--- src/rtl/ucode_pkg.sv ---
package ucode_pkg;

    localparam int unsigned OPC_W       = 6;
    localparam int unsigned UADDR_W     = 4;
    localparam int unsigned UCODE_DEPTH = 10;
    localparam int unsigned OPC_COUNT   = 1 << OPC_W;

    localparam logic [OPC_W-1:0] OP_RTYPE = 6'h00;
    localparam logic [OPC_W-1:0] OP_JUMP  = 6'h02;
    localparam logic [OPC_W-1:0] OP_BEQ   = 6'h04;
    localparam logic [OPC_W-1:0] OP_LOAD  = 6'h23;
    localparam logic [OPC_W-1:0] OP_STORE = 6'h2B;

    localparam logic [UADDR_W-1:0] UA_FETCH  = 4'd0;
    localparam logic [UADDR_W-1:0] UA_DECODE = 4'd1;
    localparam logic [UADDR_W-1:0] UA_EADDR  = 4'd2;
    localparam logic [UADDR_W-1:0] UA_LDMEM  = 4'd3;
    localparam logic [UADDR_W-1:0] UA_LDWB   = 4'd4;
    localparam logic [UADDR_W-1:0] UA_STMEM  = 4'd5;
    localparam logic [UADDR_W-1:0] UA_REXE   = 4'd6;
    localparam logic [UADDR_W-1:0] UA_RWB    = 4'd7;
    localparam logic [UADDR_W-1:0] UA_BEQ    = 4'd8;
    localparam logic [UADDR_W-1:0] UA_JMP    = 4'd9;

    typedef enum logic [1:0] {SQ_FETCH, SQ_DISP1, SQ_DISP2, SQ_NEXT} seq_sel_e;
    typedef enum logic [1:0] {AL_ADD, AL_SUB, AL_FUNCT} alu_fld_e;
    typedef enum logic [1:0] {S2_B, S2_FOUR, S2_IMM, S2_IMM_SH} src2_fld_e;
    typedef enum logic [2:0] {RG_NONE, RG_RD_ALU, RG_RT_MDR} reg_fld_e;
    typedef enum logic [3:0] {MM_NONE, MM_FETCH, MM_RD_ALU, MM_WR_ALU} mem_fld_e;
    typedef enum logic [3:0] {PW_NONE, PW_ALU, PW_COND, PW_JUMP} pcw_fld_e;

    typedef struct packed {
        alu_fld_e  alu;
        logic      src1;
        src2_fld_e src2;
        reg_fld_e  rg;
        mem_fld_e  mem;
        pcw_fld_e  pcw;
        seq_sel_e  seq;
    } micro_word_t;

    localparam int unsigned UWORD_W = $bits(micro_word_t);

    typedef struct packed {
        logic [1:0] alu_op;
        logic       alu_src_a;
        logic [1:0] alu_src_b;
        logic       reg_write;
        logic       reg_dst;
        logic       mem_to_reg;
        logic       mem_read;
        logic       mem_write;
        logic       i_or_d;
        logic       ir_write;
        logic       pc_write;
        logic       pc_write_cond;
        logic [1:0] pc_source;
    } ctl_lines_t;

    function automatic micro_word_t uw(input alu_fld_e a, input logic s1,
                                       input src2_fld_e s2, input reg_fld_e r,
                                       input mem_fld_e m, input pcw_fld_e p,
                                       input seq_sel_e q);
        micro_word_t w;
        w.alu  = a;
        w.src1 = s1;
        w.src2 = s2;
        w.rg   = r;
        w.mem  = m;
        w.pcw  = p;
        w.seq  = q;
        return w;
    endfunction

    function automatic micro_word_t ucode_word(input logic [UADDR_W-1:0] addr);
        case (addr)
            UA_FETCH:  return uw(AL_ADD,   1'b0, S2_FOUR,   RG_NONE,   MM_FETCH,  PW_ALU,  SQ_NEXT);
            UA_DECODE: return uw(AL_ADD,   1'b0, S2_IMM_SH, RG_NONE,   MM_NONE,   PW_NONE, SQ_DISP1);
            UA_EADDR:  return uw(AL_ADD,   1'b1, S2_IMM,    RG_NONE,   MM_NONE,   PW_NONE, SQ_DISP2);
            UA_LDMEM:  return uw(AL_ADD,   1'b0, S2_B,      RG_NONE,   MM_RD_ALU, PW_NONE, SQ_NEXT);
            UA_LDWB:   return uw(AL_ADD,   1'b0, S2_B,      RG_RT_MDR, MM_NONE,   PW_NONE, SQ_FETCH);
            UA_STMEM:  return uw(AL_ADD,   1'b0, S2_B,      RG_NONE,   MM_WR_ALU, PW_NONE, SQ_FETCH);
            UA_REXE:   return uw(AL_FUNCT, 1'b1, S2_B,      RG_NONE,   MM_NONE,   PW_NONE, SQ_NEXT);
            UA_RWB:    return uw(AL_ADD,   1'b0, S2_B,      RG_RD_ALU, MM_NONE,   PW_NONE, SQ_FETCH);
            UA_BEQ:    return uw(AL_SUB,   1'b1, S2_B,      RG_NONE,   MM_NONE,   PW_COND, SQ_FETCH);
            UA_JMP:    return uw(AL_ADD,   1'b0, S2_B,      RG_NONE,   MM_NONE,   PW_JUMP, SQ_FETCH);
            default:   return uw(AL_ADD,   1'b0, S2_B,      RG_NONE,   MM_NONE,   PW_NONE, SQ_FETCH);
        endcase
    endfunction

    function automatic logic [UADDR_W-1:0] disp_entry(input int unsigned table_id,
                                                      input logic [OPC_W-1:0] opc);
        if (table_id == 1) begin
            case (opc)
                OP_LOAD, OP_STORE: return UA_EADDR;
                OP_RTYPE:          return UA_REXE;
                OP_BEQ:            return UA_BEQ;
                OP_JUMP:           return UA_JMP;
                default:           return UA_FETCH;
            endcase
        end else begin
            case (opc)
                OP_LOAD:  return UA_LDMEM;
                OP_STORE: return UA_STMEM;
                default:  return UA_FETCH;
            endcase
        end
    endfunction

endpackage

--- src/rtl/ucode_store.sv ---
module ucode_store
    import ucode_pkg::*;
#(
    parameter int unsigned ADDR_W = UADDR_W,
    parameter int unsigned DEPTH  = UCODE_DEPTH
) (
    input  logic [ADDR_W-1:0] addr,
    output micro_word_t       word
);
    localparam int unsigned SLOTS = 1 << ADDR_W;

    micro_word_t rom [SLOTS];

    for (genvar g = 0; g < SLOTS; g++) begin : g_slot
        if (g < DEPTH) begin : g_used
            assign rom[g] = ucode_word(UADDR_W'(g));
        end else begin : g_spare
            assign rom[g] = uw(AL_ADD, 1'b0, S2_B, RG_NONE, MM_NONE, PW_NONE, SQ_FETCH);
        end
    end

    assign word = rom[addr];
endmodule

--- src/rtl/dispatch_table.sv ---
module dispatch_table
    import ucode_pkg::*;
#(
    parameter int unsigned TABLE_ID = 1,
    parameter int unsigned OP_W     = OPC_W,
    parameter int unsigned ADDR_W   = UADDR_W
) (
    input  logic [OP_W-1:0]   opc,
    output logic [ADDR_W-1:0] target
);
    localparam int unsigned ENTRIES = 1 << OP_W;

    logic [ADDR_W-1:0] tbl [ENTRIES];

    for (genvar g = 0; g < ENTRIES; g++) begin : g_ent
        assign tbl[g] = ADDR_W'(disp_entry(TABLE_ID, OPC_W'(g)));
    end

    assign target = tbl[opc];
endmodule

--- src/rtl/ctl_decode.sv ---
module ctl_decode
    import ucode_pkg::*;
(
    input  micro_word_t word,
    output ctl_lines_t  ctl
);
    always_comb begin
        ctl           = '0;
        ctl.alu_op    = word.alu;
        ctl.alu_src_a = word.src1;
        ctl.alu_src_b = word.src2;

        case (word.rg)
            RG_RD_ALU: begin
                ctl.reg_write = 1'b1;
                ctl.reg_dst   = 1'b1;
            end
            RG_RT_MDR: begin
                ctl.reg_write  = 1'b1;
                ctl.mem_to_reg = 1'b1;
            end
            default: ;
        endcase

        case (word.mem)
            MM_FETCH: begin
                ctl.mem_read = 1'b1;
                ctl.ir_write = 1'b1;
            end
            MM_RD_ALU: begin
                ctl.mem_read = 1'b1;
                ctl.i_or_d   = 1'b1;
            end
            MM_WR_ALU: begin
                ctl.mem_write = 1'b1;
                ctl.i_or_d    = 1'b1;
            end
            default: ;
        endcase

        case (word.pcw)
            PW_ALU: begin
                ctl.pc_write  = 1'b1;
                ctl.pc_source = 2'b00;
            end
            PW_COND: begin
                ctl.pc_write_cond = 1'b1;
                ctl.pc_source     = 2'b01;
            end
            PW_JUMP: begin
                ctl.pc_write  = 1'b1;
                ctl.pc_source = 2'b10;
            end
            default: ;
        endcase
    end
endmodule

--- src/rtl/ucode_sequencer.sv ---
module ucode_sequencer
    import ucode_pkg::*;
#(
    parameter int unsigned OP_W   = OPC_W,
    parameter int unsigned ADDR_W = UADDR_W
) (
    input  logic              clk,
    input  logic              rst,
    input  logic [OP_W-1:0]   opcode,
    output logic [ADDR_W-1:0] upc,
    output logic [1:0]        alu_op,
    output logic              alu_src_a,
    output logic [1:0]        alu_src_b,
    output logic              reg_write,
    output logic              reg_dst,
    output logic              mem_to_reg,
    output logic              mem_read,
    output logic              mem_write,
    output logic              i_or_d,
    output logic              ir_write,
    output logic              pc_write,
    output logic              pc_write_cond,
    output logic [1:0]        pc_source
);
    logic [ADDR_W-1:0] upc_q;
    logic [ADDR_W-1:0] upc_d;
    logic [ADDR_W-1:0] disp1_tgt;
    logic [ADDR_W-1:0] disp2_tgt;
    micro_word_t       word;
    ctl_lines_t        ctl;

    ucode_store #(.ADDR_W(ADDR_W), .DEPTH(UCODE_DEPTH)) u_store (
        .addr (upc_q),
        .word (word)
    );

    dispatch_table #(.TABLE_ID(1), .OP_W(OP_W), .ADDR_W(ADDR_W)) u_disp1 (
        .opc    (opcode),
        .target (disp1_tgt)
    );

    dispatch_table #(.TABLE_ID(2), .OP_W(OP_W), .ADDR_W(ADDR_W)) u_disp2 (
        .opc    (opcode),
        .target (disp2_tgt)
    );

    ctl_decode u_dec (
        .word (word),
        .ctl  (ctl)
    );

    always_comb begin
        case (word.seq)
            SQ_FETCH: upc_d = '0;
            SQ_DISP1: upc_d = disp1_tgt;
            SQ_DISP2: upc_d = disp2_tgt;
            default:  upc_d = upc_q + ADDR_W'(1);
        endcase
    end

    always_ff @(posedge clk) begin
        if (rst) upc_q <= '0;
        else     upc_q <= upc_d;
    end

    assign upc           = upc_q;
    assign alu_op        = ctl.alu_op;
    assign alu_src_a     = ctl.alu_src_a;
    assign alu_src_b     = ctl.alu_src_b;
    assign reg_write     = ctl.reg_write;
    assign reg_dst       = ctl.reg_dst;
    assign mem_to_reg    = ctl.mem_to_reg;
    assign mem_read      = ctl.mem_read;
    assign mem_write     = ctl.mem_write;
    assign i_or_d        = ctl.i_or_d;
    assign ir_write      = ctl.ir_write;
    assign pc_write      = ctl.pc_write;
    assign pc_write_cond = ctl.pc_write_cond;
    assign pc_source     = ctl.pc_source;
endmodule

--- config.mk ---
export PLATFORM = sky130hd
export DESIGN_NAME = ucode_sequencer
export DESIGN_NICKNAME = d
export VERILOG_FILES = /design/src/rtl/ucode_pkg.sv /design/src/rtl/ucode_store.sv /design/src/rtl/dispatch_table.sv /design/src/rtl/ctl_decode.sv /design/src/rtl/ucode_sequencer.sv
export SDC_FILE = /design/constraint.sdc
export NUM_CORES = 1
export LEC_CHECK = 0
export CAP_MARGIN = 30
export CORE_MARGIN = 2
export CORE_UTILIZATION = 36
export CTS_CLUSTER_DIAMETER = 60
export CTS_CLUSTER_SIZE = 12
export DETAILED_ROUTE_END_ITERATION = 8
export PLACE_DENSITY = 0.72
export RECOVER_POWER = 25
export SKIP_LAST_GASP = 1
export SYNTH_ARGS = -nofsm -noshare
export SYNTH_HDL_FRONTEND = slang
export SYNTH_SLANG_ARGS = --single-unit
--- constraint.sdc ---
create_clock -name clk -period 2 [get_ports clk]
set_clock_uncertainty 0.2 [all_clocks]
set_input_delay 0.5 -clock clk [delete_from_list [all_inputs] [get_ports clk]]
set_output_delay 0.5 -clock clk [all_outputs]
set_load 0.005 [all_outputs]
==> results by group <==
Clock network
  – Root Driver: clkbuf_4
  – Worst skew pair latency: 240 ps
  – CTS hold repair buffers: 0
  – Clock Sinks: 4
  – Num CTS Buffers: 3
  – CTS max path bufs: 2
  – CTS tree: yes
  – CTS clk-pin slew, worst paths: 40 ps
  – H-tree lvl count: 1

Critical path
  – CP Max Fanout: 3
  – Worst flop-to-flop path startpoint: upc[1]$_SDFF_PP0_
  – Worst Path Arrival: 1670 ps
  – Setup crit start: upc[1]$_SDFF_PP0_
  – WS Path Type: reg2out
  – Crit end category: output pin
  – Critical Path Start Type: flip-flop
  – R2r setup slk: -30 ps
  – Worst Path Required: 1300 ps

Route
  – Iter 0 DRT Violations: 15
  – Via count: 900
  – DRC: 0
  – WL per Instance: 18.0 µm
  – DRT Pass-1 Iters: 4
  – Post-DR vias/cell: 5.70
  – ANT nets after route: 0
  – Routed WL: 2.85 mm

Power
  – Psw: 0.702 mW
  – Cell Int Power: 0.935 mW
  – Worst vdd ir: 0.000697 V
  – Clock network power share: 6.6%
  – Part of the power in registers: 10.0%
  – Leakage: 0.669 nW
  – Sw frac: 42.9%
  – PD cells: 1170 nW/µm²
  – Logic gate share of total power: 83.4%

Layout
  – Area Growth Syn to Fin: 135%
  – Max reg flops: 4
  – Share of cells above drive strength 1: 67.6%
  – Post-route cell area: 1400 µm²
  – Register Area: 91.3 µm²
  – Nets: 164
  – Diode count: 0
  – Fillers: 64
  – Area of the multi-input gates: 676 µm²

Timing
  – Max-Slew Margin vs Limit: 75.2%
  – Fmax: 422 MHz
  – RSZ-0062 raised after global routing: yes
  – Slew Viols, Final: 0
  – Post-Route Setup TNS: -2030 ps
  – Final setup viols: 18
  – Actual slew at the worst max-slew pin: 368 ps
  – PnR worst setup slack: -369 ps
  – Fin crit share: 118%
  – Hold Violations, Final: 0
  – Final critical-path required period: 2370 ps

Job
  – Max_cap viols: 0

Min path
  – Worst hold path class: reg2reg
  – HP Start: upc[0]$_SDFF_PP0_

Yosys
  – Asr flop ratio synth: 0%
  – Mapped cell area: 596 µm²
  – EDFF count, synth: 0
  – Primary FF master, synth: dfxtp_1
  – Synth top area share: 25.2%
  – Seq cells post-synth: 4
  – Synth area leaders: ha_1 25%, dfxtp_1 13%, inv_1 6.3%
  – Avg Inst Size Synth: 7.73 µm²
  – Yosys top cell by area: ha_1
  – Syn nets: 97
  – Cells after Synth: 77
  – Synth warn: 0
  – Distinct cells, synth: 35
  – Sequential fraction of the synthesis area: 13.4%

Global routing
  – First-pass GRT wire length: 3.26 mm
  – Initial antenna violation count: 0
  – Remaining Overflow, GRT: 0
  – Largest net degree at the start of global routing: 8
  – Number of global-route vias before repair: 792
  – Total GRT Usage: 22.5%

Placed design
  – # port buffers: 27
  – Post-Place Cell Area: 1050 µm²
  – Post-detail-place hpwl: 1.41 mm
  – Gpl congestion: 0.827

Floorplanning
  – IO Count: 28
  – Full die area: 2000 µm²
  – Die Y: 44.7 µm
  – Initial Util: 39.1%
  – Row cnt: 14
  – Die Span X: 44.7 µm
  – Core area: 1520 µm²

Outcome
  – Status: finished, violations left
  – Failing checks: negative setup slack
cell usage after synthesis, types with 2 or more instances:
master     n
nor2_1     6
nor3_1     3
inv_1     10
a21oi_1    2
o21ai_0    2
nand2_1    7
ha_1      12
and2_1     2
nand2b_1   3
nor4b_1    2
dfxtp_1    4
layout make-up:
type                    instances  share of cell area [%]
repair buffers                 64                    38.7
inverters                      11                    3.49
flip-flops and latches          4                    6.52
clock buffers                   3                    1.61
well taps                      16                    1.43
multi-input cells              60                    48.3
metal layers:
metal	vias to the layer above	GRT usage, %	wire, µm	share of wire (%)
met2	59	47.8	1500	53
met4	0	6.67	89	3.1
met1	424	20.9	1080	38
met5	-	0	0	0
met3	12	3.27	174	6.1
li1	405	-	-	-
what timing repair did:
action	CTS	global route
gates resized for setup	82	39
buffers inserted	8	12
endpoints found under the setup margin	17	17
pin swaps	8	12
layout by cell type (no fill, tap or decap), types with 2 or more instances in the layout:
master,instances
dlymetal6s2s_1,2
nor3_1,3
nand2_2,4
dfxtp_4,3
inv_4,3
buf_4,27
ha_4,10
clkdlybuf4s50_1,8
inv_2,5
nand2b_1,2
nand2_1,2
buf_2,8
nor2_1,4
buf_6,14
clkbuf_4,3
nor2_4,2
clkbuf_2,2
inv_1,3
a21oi_1,2
o21ai_0,2
dlygate4sd2_1,3
ha_1,2
per-stage QoR:
stage | setup slack (ps) | hold WS [ps] | utilization, % | std cells | total power, mW
floorplan | 1.71 | 349 | - | 77 | 0.551
global placement | -402 | 453 | 68.7 | 140 | 1.03
detailed placement | -418 | 451 | 68.7 | 140 | 1.05
CTS | -293 | 507 | 78.2 | 149 | 1.33
global route | -408 | 587 | 91.9 | 158 | 1.73
finish | -369 | 551 | 91.9 | 158 | 1.64
kinds of logic (layout without fill, tap and decap cells):
kind of cell | after synthesis | in the layout | share of synthesized area (%)
fa+ha+maj | 12 | 12 | 25.2
flops | 4 | 4 | 13.4
buf+inv | 13 | 78 | 10.1
compound gates | 13 | 13 | 16.2
mux | 1 | 1 | 1.68
simple gates | 33 | 33 | 31.9
xor+xnor | 1 | 1 | 1.47
power by group through the flow:
stage	clock [mW]	combinational (mW)	sequential [mW]
2_1_floorplan	0	0.395	0.156
3_3_place_gp	0	0.891	0.138
3_5_place_dp	0	0.911	0.141
4_1_cts	0.104	1.07	0.154
5_1_grt	0.113	1.45	0.167
6_report	0.107	1.37	0.164
worst max-delay path, cell delays in order (launching register included):
cell and delay (ps):
dfxtp_4 370, inv_4 60, ha_4 160, nand2_2 60, nand2_2 60, nand2_2 80, inv_2 60, ha_1 280
inv_1 40, dlygate4sd2_1 250
worst paths after layout:
check             cells after the start                 to
setup reg to reg                      8  upc[1]$_SDFF_PP0_
hold reg to reg                       3  upc[3]$_SDFF_PP0_
setup / recovery                      9           mem_read
hold / removal                        3  upc[3]$_SDFF_PP0_
Power figures use the tool's default switching activity.
